`src/rtl/mon_pkg.sv`:
```
package mon_pkg;

    localparam int CHAR_W = 8;

    localparam logic [CHAR_W-1:0] CH_NUL = 8'h00;
    localparam logic [CHAR_W-1:0] CH_LF  = 8'h0A;
    localparam logic [CHAR_W-1:0] CH_CR  = 8'h0D;

    typedef enum logic [2:0] {
        S_BOOT   = 3'd0,
        S_NL_CR  = 3'd1,
        S_NL_LF  = 3'd2,
        S_PROMPT = 3'd3,
        S_SELECT = 3'd4,
        S_DIGITS = 3'd5,
        S_PUSH   = 3'd6,
        S_EXEC   = 3'd7
    } mon_state_e;

endpackage

```
`src/rtl/mon_char_class.sv`:
```
module mon_char_class
    import mon_pkg::*;
#(
    parameter logic [CHAR_W-1:0] EXEC_CH = 8'h57
) (
    input  logic [CHAR_W-1:0] ch,
    output logic              is_hex,
    output logic [3:0]        nib,
    output logic              is_term,
    output logic              is_exec_sel
);

    localparam logic [CHAR_W-1:0] CASE_BIT = 8'h20;
    localparam logic [CHAR_W-1:0] EXEC_LC  = EXEC_CH | CASE_BIT;

    logic [CHAR_W-1:0] folded;

    always_comb begin
        folded = ch | CASE_BIT;
        is_hex = 1'b0;
        nib    = 4'd0;
        if (ch >= 8'h30 && ch <= 8'h39) begin
            is_hex = 1'b1;
            nib    = ch[3:0];
        end else if (folded >= 8'h61 && folded <= 8'h66) begin
            is_hex = 1'b1;
            nib    = ch[3:0] + 4'd9;
        end
        is_term     = (ch == CH_CR) || (ch == CH_NUL);
        is_exec_sel = (ch == EXEC_CH) || (ch == EXEC_LC);
    end

endmodule

```
`src/rtl/mon_value_acc.sv`:
```
module mon_value_acc #(
    parameter int VALUE_W = 16
) (
    input  logic               clk,
    input  logic               rst_n,
    input  logic               clear,
    input  logic               shift,
    input  logic [3:0]         nib,
    output logic [VALUE_W-1:0] value
);

    logic [VALUE_W-1:0] value_q;
    logic [VALUE_W-1:0] shifted;

    generate
        if (VALUE_W > 4) begin : g_wide
            assign shifted = {value_q[VALUE_W-5:0], nib};
        end else begin : g_nib
            assign shifted = nib[VALUE_W-1:0];
        end
    endgenerate

    always_ff @(posedge clk) begin
        if (!rst_n)      value_q <= '0;
        else if (clear)  value_q <= '0;
        else if (shift)  value_q <= shifted;
    end

    assign value = value_q;

    // a new entry starts from zero
    p_clear_zero_r3: assert property (@(posedge clk) disable iff (!rst_n)
        clear |=> (value == '0));

    // with no digit strobe the value holds
    p_hold_r4: assert property (@(posedge clk) disable iff (!rst_n)
        (!clear && !shift) |=> $stable(value));

endmodule

```
`src/rtl/mon_seq.sv`:
```
module mon_seq
    import mon_pkg::*;
#(
    parameter logic [CHAR_W-1:0] PROMPT_CH = 8'h3E
) (
    input  logic              clk,
    input  logic              rst_n,
    input  logic              rx_valid,
    input  logic              is_hex,
    input  logic              is_term,
    input  logic              is_exec_sel,
    input  logic              exec_done,
    output logic              acc_clear,
    output logic              acc_shift,
    output logic [CHAR_W-1:0] tx_data,
    output logic              tx_valid,
    output logic              push_valid,
    output logic              exec_valid
);

    mon_state_e state_q, state_d;
    logic       sel_exec_q;

    // state register
    always_ff @(posedge clk) begin
        if (!rst_n) begin
            state_q    <= S_BOOT;
            sel_exec_q <= 1'b0;
        end else begin
            state_q <= state_d;
            if (state_q == S_SELECT && rx_valid && !is_term)
                sel_exec_q <= is_exec_sel;
        end
    end

    // next state
    always_comb begin
        state_d = state_q;
        unique case (state_q)
            S_BOOT:   state_d = S_NL_CR;
            S_NL_CR:  state_d = S_NL_LF;
            S_NL_LF:  state_d = S_PROMPT;
            S_PROMPT: state_d = S_SELECT;
            S_SELECT: if (rx_valid) state_d = is_term ? S_NL_CR : S_DIGITS;
            S_DIGITS: if (rx_valid && is_term) state_d = sel_exec_q ? S_EXEC : S_PUSH;
            S_PUSH:   state_d = S_NL_CR;
            S_EXEC:   if (exec_done) state_d = S_NL_CR;
        endcase
    end

    // outputs
    always_comb begin
        tx_valid   = 1'b0;
        tx_data    = '0;
        push_valid = 1'b0;
        exec_valid = 1'b0;
        unique case (state_q)
            S_BOOT:   ;
            S_NL_CR:  begin tx_valid = 1'b1; tx_data = CH_CR;     end
            S_NL_LF:  begin tx_valid = 1'b1; tx_data = CH_LF;     end
            S_PROMPT: begin tx_valid = 1'b1; tx_data = PROMPT_CH; end
            S_SELECT: ;
            S_DIGITS: ;
            S_PUSH:   push_valid = 1'b1;
            S_EXEC:   exec_valid = 1'b1;
        endcase
        acc_clear = (state_q == S_SELECT) && rx_valid;
        acc_shift = (state_q == S_DIGITS) && rx_valid && is_hex;
    end

    // prompt characters come out in order
    p_prompt_order_r1: assert property (@(posedge clk) disable iff (!rst_n)
        (tx_valid && tx_data == CH_CR) |=> (tx_valid && tx_data == CH_LF));
    p_prompt_last_r1: assert property (@(posedge clk) disable iff (!rst_n)
        (tx_valid && tx_data == CH_LF) |=> (tx_valid && tx_data == PROMPT_CH));

    // bytes during a pending request do not move the controller
    p_exec_ignores_rx_r7: assert property (@(posedge clk) disable iff (!rst_n)
        (state_q == S_EXEC && !exec_done) |=> (state_q == S_EXEC));

    // push strobe lasts one cycle
    p_push_single_r5: assert property (@(posedge clk) disable iff (!rst_n)
        push_valid |=> !push_valid);

endmodule

```
`src/rtl/hex_monitor.sv`:
```
module hex_monitor
    import mon_pkg::*;
#(
    parameter int                VALUE_W   = 16,
    parameter logic [CHAR_W-1:0] PROMPT_CH = 8'h3E,
    parameter logic [CHAR_W-1:0] EXEC_CH   = 8'h57
) (
    input  logic               clk,
    input  logic               rst_n,
    input  logic [7:0]         rx_data,
    input  logic               rx_valid,
    output logic [7:0]         tx_data,
    output logic               tx_valid,
    output logic [VALUE_W-1:0] push_data,
    output logic               push_valid,
    output logic [VALUE_W-1:0] exec_addr,
    output logic               exec_valid,
    input  logic               exec_done
);

    logic       is_hex, is_term, is_exec_sel;
    logic [3:0] nib;
    logic       acc_clear, acc_shift;
    logic [VALUE_W-1:0] value;

    mon_char_class #(.EXEC_CH(EXEC_CH)) u_class (
        .ch          (rx_data),
        .is_hex      (is_hex),
        .nib         (nib),
        .is_term     (is_term),
        .is_exec_sel (is_exec_sel)
    );

    mon_value_acc #(.VALUE_W(VALUE_W)) u_acc (
        .clk   (clk),
        .rst_n (rst_n),
        .clear (acc_clear),
        .shift (acc_shift),
        .nib   (nib),
        .value (value)
    );

    mon_seq #(.PROMPT_CH(PROMPT_CH)) u_seq (
        .clk         (clk),
        .rst_n       (rst_n),
        .rx_valid    (rx_valid),
        .is_hex      (is_hex),
        .is_term     (is_term),
        .is_exec_sel (is_exec_sel),
        .exec_done   (exec_done),
        .acc_clear   (acc_clear),
        .acc_shift   (acc_shift),
        .tx_data     (tx_data),
        .tx_valid    (tx_valid),
        .push_valid  (push_valid),
        .exec_valid  (exec_valid)
    );

    assign push_data = value;
    assign exec_addr = value;

    // strobes are mutually exclusive
    p_strobes_excl_r9: assert property (@(posedge clk) disable iff (!rst_n)
        $onehot0({tx_valid, push_valid, exec_valid}));

    // request and address held until done
    p_exec_hold_r6: assert property (@(posedge clk) disable iff (!rst_n)
        (exec_valid && !exec_done) |=> (exec_valid && $stable(exec_addr)));

    // done returns to the new-line sequence
    p_exec_return_r6: assert property (@(posedge clk) disable iff (!rst_n)
        (exec_valid && exec_done) |=> (tx_valid && tx_data == CH_CR));

    // push is followed by the new-line sequence
    p_push_return_r5: assert property (@(posedge clk) disable iff (!rst_n)
        push_valid |=> (tx_valid && tx_data == CH_CR));

endmodule

```
`config.mk`:
```
export PLATFORM = sky130hd
export DESIGN_NAME = hex_monitor
export DESIGN_NICKNAME = d
export VERILOG_FILES = /design/src/rtl/mon_pkg.sv /design/src/rtl/mon_char_class.sv /design/src/rtl/mon_value_acc.sv /design/src/rtl/mon_seq.sv /design/src/rtl/hex_monitor.sv
export SDC_FILE = /design/constraint.sdc
export NUM_CORES = 1
export LEC_CHECK = 0
export BUFFER_PORTS_ARGS = -buffer_cell sky130_fd_sc_hd__buf_4
export CAP_MARGIN = 20
export CORE_ASPECT_RATIO = 1.1
export CORE_MARGIN = 4
export CORE_UTILIZATION = 49
export DETAILED_ROUTE_END_ITERATION = 6
export GPL_ROUTABILITY_DRIVEN = 0
export PLACE_DENSITY_LB_ADDON = 0.25
export SYNTH_ARGS = -nofsm -noshare
export SYNTH_HDL_FRONTEND = slang
export SYNTH_SLANG_ARGS = --single-unit
```
`constraint.sdc`:
```
create_clock -name clk -period 2 [get_ports clk]
set_input_delay 0.2 -clock clk [delete_from_list [all_inputs] [get_ports clk]]
set_output_delay 0.2 -clock clk [all_outputs]
set_load 0.02 [all_outputs]
```
==> run summary <==
================================================================================
Clock Latency Late Sink                                                  0.30 ns
Width of the die                                                        59.96 µm
Share of flip-flops with an asynchronous set or reset                          0
# Post-CTS Setup Buffers                                                       0
Critical Path Sink Type                                                 register
Overall power consumption                                              0.9589 mW
Number of warnings reported in the yosys synthesis log                         0
DR DRC count                                                                   0
Gr usage total                                                            0.1642
H-tree depth                                                                   1
WP data required                                                         2.23 ns
Die Y                                                                   65.16 µm
Number of fillers in the final layout                                        252
Most common cell after layout, fill and taps aside                  sky130_fd_sc_hd__buf_4
Clock Pin Slew Worst Setup and Hold Paths                                0.10 ns
Final hold slack                                                       0.1517 ns
Sum Neg Setup Slack                                                         0 ns
Via-per-instance ratio                                                     5.823
Post-CTS sizing                                                                0
Number of nets with antenna violations after routing                           0
Final critical delay including setup and external delays                1.682 ns
Number of endpoints failing setup at the final stage                           0
Critical path launch point type                                        input pin
Portion of the post-synthesis area used by sequential elements            0.2752
Number of rows in the core area                                               20
Number of buffer cells added on primary ports                                 52
Ratio of cells with drive above 1 in the final layout                     0.3889
Primary FF master, synth                                            sky130_fd_sc_hd__dfxtp_1
Via count of the first global-routing pass                                  1177
Global-route wire length before repair                                   5106 µm
Total Routed Length                                                      3350 µm
Largest fanout on the critical path                                           15
Per-instance average area after synthesis                              8.662 µm²
Net count of the finished layout                                             215
Worst slew margin relative to its limit                                   0.3848
Number of placed I/O pins                                                     55
Number of library cell types mapped by synthesis                              49
HPWL after detailed placement                                            2567 µm
Root Driver                                                         sky130_fd_sc_hd__clkbuf_4
Number of antenna violations at the first check in global routing              0
Clock net sink count                                                          20
Number of iterations in the first detailed-routing pass                        4
Vias                                                                        1345
Drt wl/cell                                                             14.50 µm
CTS Hold Buffers Added                                                         0
Fin worst setup slack                                                  0.3178 ns
Num CTS Buffers                                                                3
Number of instances in the synthesized netlist                               168
Status                                                                 completed
Largest voltage drop on the vdd net                                     299.0 µV
Kind of path behind the tightest hold check                               in2reg
Clock tree from TritonCTS                                                   done
Post-placement setup slack                                            0.03769 ns
Static leakage power                                                   0.8157 nW
Max Fclk                                                              0.5945 GHz
Share of the clock period used by the worst path after layout             0.8411
Count of max-cap constraint violations                                         0
Power Density                                                       545.9 nW/µm²
Number of flops mapped to enable cells by yosys                                0
Area enclosed by the die boundary                                       3907 µm²
Hold violation total from the final report                                     0
Maximum number of pins on one net before global-route repair                  17
Crit path DAT                                                            1.91 ns
Antenna diode instance count                                                   0
Area grow syn2layout                                                      20.72%
Max Slew Vio Count                                                             0
Starting DRC count in detailed routing                                        63
Slew of the pin with the lowest slew margin                            0.9228 ns
Final setup skew                                                      0.01352 ns
Cell area after synthesis                                               1455 µm²
Critical path start-end classification                                    in2reg
RSZ-0062 raised after global routing                                          no
Effective utilization at floorplan                                        0.5192
Area of the core                                                        2803 µm²
#FFs+latches synth                                                            20
Clock Path Buffers                                                             2
Flip-flop and latch area                                               400.4 µm²
Multi-input gate area                                                  823.3 µm²
Commonest non-fill, non-tap cells in the layout                     sky130_fd_sc_hd__buf_4 (56), sky130_fd_sc_hd__dfxtp_1 (20), sky130_fd_sc_hd__a21oi_1 (17), sky130_fd_sc_hd__nand3_1 (13), sky130_fd_sc_hd__o211ai_2 (10)
Leftover overflow at the end of global routing                                 0
================================================================================
## worst paths after layout
kind | from | end | slack [ns] | cells past startpoint
worst max-delay path | rx_data[1] | u_acc.value[15] | 0.32 | 7
worst min-delay path | rx_valid | u_seq.state_q[2] | 0.15 | 2
worst max register to register | u_seq.state_q[2] | u_acc.value[3] | 0.44 | 4
worst min register to register | u_seq.sel_exec_q | u_seq.sel_exec_q | 0.48 | 2
## area by class of cell
class / count / area share
multi-input cells: 113 / 0.4687
repair buffers: 56 / 0.2393
flip-flops and latches: 20 / 0.2279
well taps: 33 / 0.02350
clock inverters: 1 / 0.01709
clock buffers: 3 / 0.01282
inverters: 5 / 0.01068
## stage by stage
step | cell area [µm²] | util | cells
after floorplan | 1459 | - | 169
after global placement | 1704 | 0.6080 | 227
final | 1757 | 0.6268 | 231
after CTS | 1757 | 0.6268 | 231
after global routing | 1757 | 0.6268 | 231
after detailed placement | 1704 | 0.6080 | 227
## power breakdown
| group | internal [mW] | total [mW] | switching, mW |
|---|---|---|---|
| logic | 0.0871 | 0.201 | 0.114 |
| clock network | 0.203 | 0.328 | 0.125 |
| registers | 0.406 | 0.430 | 0.0241 |
| total | 0.696 | 0.959 | 0.263 |
## worst max-delay path, stage by stage
cell	delay, ns
sky130_fd_sc_hd__buf_4	0.13
sky130_fd_sc_hd__inv_1	0.10
sky130_fd_sc_hd__ha_1	0.24
sky130_fd_sc_hd__o21bai_1	0.12
sky130_fd_sc_hd__a21oi_2	0.72
sky130_fd_sc_hd__o211ai_1	0.22
sky130_fd_sc_hd__a21oi_1	0.16
## synthesized netlist by cell type, drive strengths merged, types with 4 or more instances
cell,instances,area share
a21oi,18,0.064
and3,5,0.025
buf,27,0.14
clkbuf,4,0.010
dfxtp,20,0.28
ha,4,0.034
inv,5,0.013
nand3,13,0.045
nor2,8,0.021
o211ai,12,0.096
o21ai,5,0.017
## per-layer routing
metal | vias up | GRT usage | part of all wire
li1 | 667 | - | -
met1 | 627 | 0.1916 | 0.41
met2 | 47 | 0.3014 | 0.52
met3 | 4 | 0.01375 | 0.056
met4 | 0 | 0.06094 | 0.010
met5 | - | 0 | 0
## cells by family (layout without fill, tap and decap cells)
family	count (synthesis)	in the layout	share of synthesized area
adder cells (fa/ha/maj)	4	4	0.03440
other	1	2	0.002577
buffers and inverters	36	65	0.1616
multiplexers	1	1	0.007738
XOR/XNOR	2	2	0.01204
AO/OA/AOI/OAI	53	53	0.2777
flip-flops	20	20	0.2751
AND/OR/NAND/NOR	51	51	0.2287
## registers in the layout, indices dropped and copies added (netlist names)
signal	flops
u_acc.value	16
u_seq.state_q	3
u_seq.sel_exec_q	1
(Power assumes the default switching activity.)
